==> src/rtl/spn_lin_layer.sv <==
module spn_lin_layer #(
  parameter bit REG_OUT = 1'b1
) (
  input  logic         clk,
  input  logic         rst,
  input  logic         in_valid,
  input  logic         odd_round,
  input  logic [127:0] in_state,
  input  logic [127:0] in_key,
  output logic         out_valid,
  output logic [127:0] out_data
);
  localparam int NB = 8;
  localparam int NL = 4;
  localparam int WW = NB * NL;
  localparam logic [NB-1:0] MASK [NL] = '{8'hfc, 8'hf3, 8'hcf, 8'h3f};

  logic [NB-1:0]   msk [NL];
  logic [4*WW-1:0] pm, tr, res;

  always_comb begin
    for (int n = 0; n < NL; n++)
      msk[n] = MASK[(NL - 1 - n + (odd_round ? 0 : 2)) % NL];
  end

  always_comb begin
    for (int j = 0; j < NL; j++) begin
      for (int k = 0; k < NL; k++) begin
        logic [NB-1:0] acc;
        acc = '0;
        for (int i = 0; i < NL; i++)
          acc ^= in_state[WW*i + NB*j +: NB] & msk[(k + i) % NL];
        pm[WW*k + NB*j +: NB] = acc;
      end
    end
  end

  always_comb begin
    for (int i = 0; i < NL; i++)
      for (int j = 0; j < NL; j++)
        tr[WW*i + NB*j +: NB] = pm[WW*j + NB*i +: NB];
  end

  assign res = tr ^ in_key;

  generate
    if (REG_OUT) begin : g_reg
      always_ff @(posedge clk) begin
        if (rst) begin
          out_valid <= 1'b0;
          out_data  <= '0;
        end else begin
          out_valid <= in_valid;
          if (in_valid) out_data <= res;
        end
      end

      a_r6_valid_follows: assert property (@(posedge clk) disable iff (rst)
        in_valid |=> out_valid);
      a_r6_idle_quiet: assert property (@(posedge clk) disable iff (rst)
        !in_valid |=> !out_valid);
      a_r8_hold: assert property (@(posedge clk) disable iff (rst)
        !in_valid |=> $stable(out_data));
      a_r4_key_pass: assert property (@(posedge clk) disable iff (rst)
        (in_valid && in_state == '0) |=> out_data == $past(in_key));
      a_r7_reset_clear: assert property (@(posedge clk)
        rst |=> (!out_valid && out_data == '0));
    end else begin : g_comb
      assign out_valid = in_valid;
      assign out_data  = res;
    end
  endgenerate
endmodule

==> config.mk <==
export PLATFORM = sky130hd
export DESIGN_NAME = spn_lin_layer
export DESIGN_NICKNAME = d
export VERILOG_FILES = /design/src/rtl/spn_lin_layer.sv
export SDC_FILE = /design/constraint.sdc
export NUM_CORES = 1
export LEC_CHECK = 0
export BUFFER_PORTS_ARGS = -buffer_cell sky130_fd_sc_hd__buf_2
export CELL_PAD_IN_SITES_DETAIL_PLACEMENT = 0
export CELL_PAD_IN_SITES_GLOBAL_PLACEMENT = 1
export CORE_MARGIN = 10
export CORE_UTILIZATION = 40
export CTS_BUF_LIST = sky130_fd_sc_hd__clkbuf_8 sky130_fd_sc_hd__clkbuf_16
export DETAILED_ROUTE_END_ITERATION = 7
export HOLD_SLACK_MARGIN = 0.05
export PLACE_DENSITY = 0.91
export REMOVE_ABC_BUFFERS = 1
export SLEW_MARGIN = 20
export SYNTH_ARGS = -nofsm -noshare
export SYNTH_HDL_FRONTEND = slang
export SYNTH_SLANG_ARGS = --single-unit
==> constraint.sdc <==
create_clock -name clk -period 0.95 [get_ports clk]
set_input_delay 0.0475 -clock clk [delete_from_list [all_inputs] [get_ports clk]]
set_output_delay 0.0475 -clock clk [all_outputs]
set_load 0.01 [all_outputs]
# == Word-level counts from Yosys, hierarchy flattened ==
# Cells that the tools add are included.
# op_classes
n_mux,13
bitwise,121
order_cmp,4
n_addsub,3
reduce_logical,4
# ops
op,n
AND 8 bit,64
bitwise XOR 8 bit,48
">= comparator 32 x 3 -> 1 bit, second input constant",4
inverter 32 bit,4
bitwise XOR 128 bit,1
"adder 3 x 32 -> 32 bit, first input constant",2
binary-select mux 8 bit (select 2 bit),4
2-to-1 mux 8 bit,8
"adder 2 x 32 -> 32 bit, first input constant",1
OR reduction 2 bit,4
AND 1 bit,3
2-to-1 mux 2 bit,1
"AND 1 bit, first input constant",1
# totals
elab_cells,147
ff_bits,129
output_inout_bits,129

# == Logic depth before layout (Yosys ltp) ==
# Gate-level depths: netlist (run 1).
# logic_depth
word_depth,13
depth_mapped,6

# == Worst setup path before layout (run 1) ==
# No wires, ideal clock.
# synth_path
path_kind,flip-flop to flip-flop
start,"register, netlist name out_data[127]"
end,register out_data[127]
t_arrival_ns,0.866
path_stages_with_launch,3
path_slack_ns,0.022
path_cell_list,dfxtp_1 > or3b_2 > nand3b_1
# synth_rtl
element,line,text
end signal: assignment,54,if (in_valid) out_data <= res;
end: declaration,11,output logic [127:0] out_data

# == Final worst setup path (run 1) ==
# layout_path
start,input in_key[120]
end,register out_data[120]
# layout_via
elab_chain_len,1
# layout_rtl
element,line,text
start: declaration,9,"input logic [127:0] in_key,"
bitwise XOR 128 bit,44,assign res = tr ^ in_key;
# Every way passes these cells.
# A chain may end at the register's enable or synchronous reset.

==> qor.csv, run 1 <==
metric;value;unit
clock_latency;0.41;ns
final_layout_size_suffix_gt1_share;45.29;%
wirelength;34.85;mm
synth_seq_cells;129;
grtUsageTotal;18.66;%
crit_path_start;in_key[120];
die_h;187.3;um
overflow;0;
h-tree-depth;4;
layout_commonest_cell;buf_2;
grt_first_pass_wirelength;53.68;mm
syn_area_per_cell;11.56;um2
numCtsBuffers;17;
leakagePower;7.737;nW
fin_tns_setup;0;ns
period_minus_slack;0.9475;ns
vias_per_cell;5.151;
p_per_area;1303;nW/um2
fmax;1055;MHz
cts_root_buf;clkbuf_16;
grt_setup_unrepaired;yes;
grt_max_degree;52;
period_share;99.73;%
num_rows;61;
drv_slew;0;
synth_cell_types;18;
grt_pass1_vias;9991;
num-nets-final;1723;
drtIter0Drc;371;
cp-end-kind;flop;
crit_required;1.29;ns
yosys_warnings;0;
max_stage_delay;0.54;ns
hp-class;primary input to flop;
clkTransAtPathRegs;0.07;ns
yosys.area.top_type;xor3_1;
holdCritStartpoint;in_state[62];
ant_nets;0;
cp_slowest_cell;dlygate4sd3_1;
worst-path-buf-inv;2;
crit_fanout;2;
post_dp_cell_area;14080;um2
outcome;finished, final reports clean;
maxCapViolations;0;
die_x;187.3;um
cp-start-kind;primary input;
cp.arrival;1.29;ns
synth_area_leaders;xor3_1 25%, dfxtp_1 23%, mux2i_1 11%;
fin_skew;0;ns
syn_area;11190;um2
portBuffers;388;
ios;389;
drc;0;
layout_common_cells;285 x buf_2, 128 x nand3_1, 128 x nand3b_1, 127 x mux2i_1, 124 x nor3b_1;
path_cells;dlygate4sd3_1 > buf_2 > xor3_1 > nor3b_2 > nand3b_1;
dr_total_vias;9561;
total_power;20.78;mW
finalWeightedCongestion;0.8354;
finalHoldViolations;0;
initial_core_util;40.39;%
dp_hpwl;26.91;mm
critPathTopFamily;buffers and inverters;
post-synth-top-area-fraction;25.28;%
core;27710;um2
antenna_found_initial;6;
rr_startpoint;out_data[70]$_SDFFE_PP0P_;
ir_worst_vdd;0.0008167;V
clock_path_buffers;2;
finish.instance_area;15950;um2
syn2layout_area_growth;42.55;%
dieArea;35060;um2
wl_per_cell;18.78;um
nFillCells;2301;
slew_headroom;66.80;%
worstMarginPinSlew;0.4980;ns
first_pass_iters;4;
cts.sinks;129;
path_class;primary input to flop;
postSynthCellCount;968;
cts_tree;built;
finalSetupViolCount;0;
yosysSeqAreaShare;23.08;%
## power breakdown
group	total [mW]	internal, mW	switching (mW)
combinational	6.78	4.04	2.74
clock	7.47	4.73	2.73
sequential	6.53	6.13	0.403
## worst reg2reg max path: cells and delay by family (launching register included)
kind	cells	cell delay, ns
AND/OR/NAND/NOR	2	0.54
flip-flops	1	0.33
## layout make-up
type	instances	area (um2)	area share (%)
repair buffers	546	4016	25.18
flip-flops and latches	129	2729	17.11
well taps	378	473.0	2.965
clock buffers	18	439.2	2.753
multi-input cells	769	8074	50.62
diodes	3	7.507	0.04707
clock inverters	13	211.5	1.326
## per-stage QoR
stage               setup slack (ns)  hold slack [ns]  utilization, %  cells
floorplan                     -1.740           0.2453               -    898
global placement             -0.1870           0.4409           50.81   1779
detailed placement           -0.2213           0.4519           50.81   1779
CTS                        -0.009838          0.05027           55.53   1853
global route                -0.06554          0.05861           57.56   1855
finish                      0.002543          0.06367           57.57   1856
## path summary, 6_finish.rpt
kind         slack (ns)                         end  cells after the start
max               0.003  out_data[120]$_SDFFE_PP0P_                      5
min                0.06  out_data[126]$_SDFFE_PP0P_                      4
max reg2reg        0.02   out_data[70]$_SDFFE_PP0P_                      2
min reg2reg        0.58   out_data[18]$_SDFFE_PP0P_                      2
## metal layers
| layer | track usage [%] | share of wire [%] | vias up |
|---|---|---|---|
| met5 | 0 | 0.098 | - |
| met4 | 5.707 | 2.4 | 6 |
| met3 | 5.872 | 6.6 | 43 |
| met2 | 32.68 | 50 | 263 |
| met1 | 21.19 | 41 | 4582 |
| li1 | - | - | 4667 |
## cell usage after synthesis
cell and number:
or3b_1 120, nor3b_1 128, clkbuf_8 3, buf_12 13
clkbuf_1 27, nand3b_1 128, buf_2 20, dfxtp_1 129
or3b_2 8, nand3_1 128, xor3_2 5, buf_4 3
clkbuf_2 1, mux2i_1 128, xor3_4 4, xor3_1 119
nor2b_4 1, buf_6 3
## state kept, by name, indices dropped and copies added (netlist names)
register and flops:
out_data 128, out_valid 1
## repair_timing
action | CTS | global route
cloned | 0 | 0
setup buffers | 0 | 0
hold buffers | 46 | 0
gates resized for setup | 89 | 152
endpoints found under the setup margin | 66 | 112
hold endpoints to repair | 44 | 0
pin swaps | 0 | 3
## cells by family after synthesis
family	share of synthesized area (%)
buffers and inverters	5.043
multiplexers	11.45
AND/OR/NAND/NOR	33.04
flip-flops	23.08
XOR/XNOR	27.38
No activity file was read; power rests on OpenSTA's default activity.
==> run 2: changes to the inputs <==
CAP_MARGIN = 30   (was unset)
SETUP_SLACK_MARGIN = 0.5   (was unset)
==> run 2 against run 1 <==
The flow now finishes with violations (negative setup slack). Combinational power rose by 0.6%. Die area did not move. Global-route usage rose by 0.097 points. Register-to-register slack improved by 0.06 ns. Sequential power rose by 0.8%. Setup slack got worse by 0.066 ns. Power rose by 0.32%. Largest cell class unchanged. Highest routed layer unchanged.
==> qor.csv, run 2 (same netlist as run 1, synthesis figures left out) <==
metric;value;unit
fin_cells;1813;
rr_startpoint;out_data[82]$_SDFFE_PP0P_;
wl_per_cell;18.93;um
r2r_end;out_data[82]$_SDFFE_PP0P_;
grt_pass1_vias;9974;
min_path_cells;4;
final.setup.worst_slack;-0.06334;ns
dieArea;35060;um2
dp.cells;1779;
cts_tree;built;
worstMarginPinSlew;0.4865;ns
die_x;187.3;um
fin_skew;0;ns
whs;0.03148;ns
clock_path_buffers;2;
dp_slack;-0.2213;ns
r2r.worst_path.cells;2;
drc;0;
syn2layout_area_growth;40.62;%
r2r_setup_slack;0.08;ns
numCtsBuffers;17;
layout_common_cells;257 x buf_2, 132 x buf_6;
wirelength;34.32;mm
grt_setup_unrepaired;yes;
largest_reg_flops;128;
leakagePower;7.611;nW
finalWeightedCongestion;0.8354;
maxCapViolations;0;
violations;negative setup slack;
grt_max_degree;52;
clock_latency;0.41;ns
period_share;106.7;%
crit_fanout;2;
num_rows;61;
total_power;20.84;mW
drtIter0Drc;391;
antenna_found_initial;6;
core;27710;um2
cts_root_buf;clkbuf_16;
finalSetupViolCount;3;
hp-class;primary input to flop;
num-nets-final;1680;
ant_nets;0;
layout_commonest_cell;buf_2;
die_h;187.3;um
initial_core_util;40.39;%
ir_worst_vdd;0.0008113;V
path_class;flop to output port;
h-tree-depth;4;
worstHoldEndpoint;out_data[7]$_SDFFE_PP0P_;
outcome;complete, but fails checks;
crit_required;0.90;ns
cts.sinks;129;
fin_tns_setup;-0.1599;ns
post-cts-setup-buffer-count;0;
ios;389;
portBuffers;388;
holdCritStartpoint;in_state[7];
first_pass_iters;4;
cp-end-kind;output port;
dr_total_vias;9409;
grtUsageTotal;18.76;%
cp-start-kind;flop;
finalHoldViolations;0;
grt_first_pass_wirelength;53.88;mm
final_layout_size_suffix_gt1_share;47.63;%
vias_per_cell;5.190;
top_register;out_data;
p_per_area;1325;nW/um2
period_minus_slack;1.013;ns
slew_headroom;67.57;%
drv_slew;0;
dp_hpwl;26.91;mm
overflow;0;
clkTransAtPathRegs;0.06;ns
cp.arrival;0.97;ns
fmax;986.8;MHz
largest_registers;out_data: 128 flops, out_valid: 1 flops;
[run 2: cell count changes in the layout (fill, tap and decap cells not counted), sizes merged]
cell,before,now
dlygate4sd3,46,0
buf,500,503
[run 2: worst max-delay path: stages (launching register included)]
cell and delay (ns):
dfxtp_2 0.33, buf_6 0.12, buf_6 0.11
[run 2: layout make-up]
class                      count  area, um2
antenna                        3      7.507
clock buffer                  18      439.2
clock inverter                13      211.5
fill                        2334      11970
multi-input combinational    769       8070
sequential                   129       2743
tap                          378      473.0
timing repair buffer         503       3791
[run 2: worst max-delay path by stage]
stage,slack [ns],to,from
after detailed placement,-0.22,out_data[10]$_SDFFE_PP0P_,rst
after floorplan,-1.74,out_data[0]$_SDFFE_PP0P_,in_valid
final,-0.06,out_data[68],out_data[68]$_SDFFE_PP0P_
after CTS,-0.08,out_data[68],out_data[68]$_SDFFE_PP0P_
after global placement,-0.19,out_data[22]$_SDFFE_PP0P_,rst
after global routing,-0.10,out_data[68],out_data[68]$_SDFFE_PP0P_
[run 2: repair_timing]
| item | in CTS | in global routing |
|---|---|---|
| hold endpoints to repair | 38 | 2 |
| resized for setup | 287 | 5 |
| pin swaps | 128 | 1 |
| setup endpoints to repair | 257 | 257 |
[run 2: power by group]
part	leakage (nW)	switching (mW)	internal, mW
clock network	0.310	2.71	4.73
logic	6.19	2.71	4.11
registers	1.11	0.437	6.14
total	7.61	5.86	15.0
[run 2: per-stage QoR]
stage,utilization (%),cell area [um2]
6_report,56.79,15740
5_1_grt,56.79,15730
4_1_cts,56.71,15710
3_5_place_dp,50.81,14080
3_3_place_gp,50.81,14080
2_1_floorplan,-,10630
[run 2: per-layer routing]
metal	share of wire, %	global-route usage [%]	routed length (um)
met5	0.099	0	34
met4	2.7	6.172	936
met3	6.8	5.966	2344
met2	50	32.71	17070
met1	41	21.22	13940
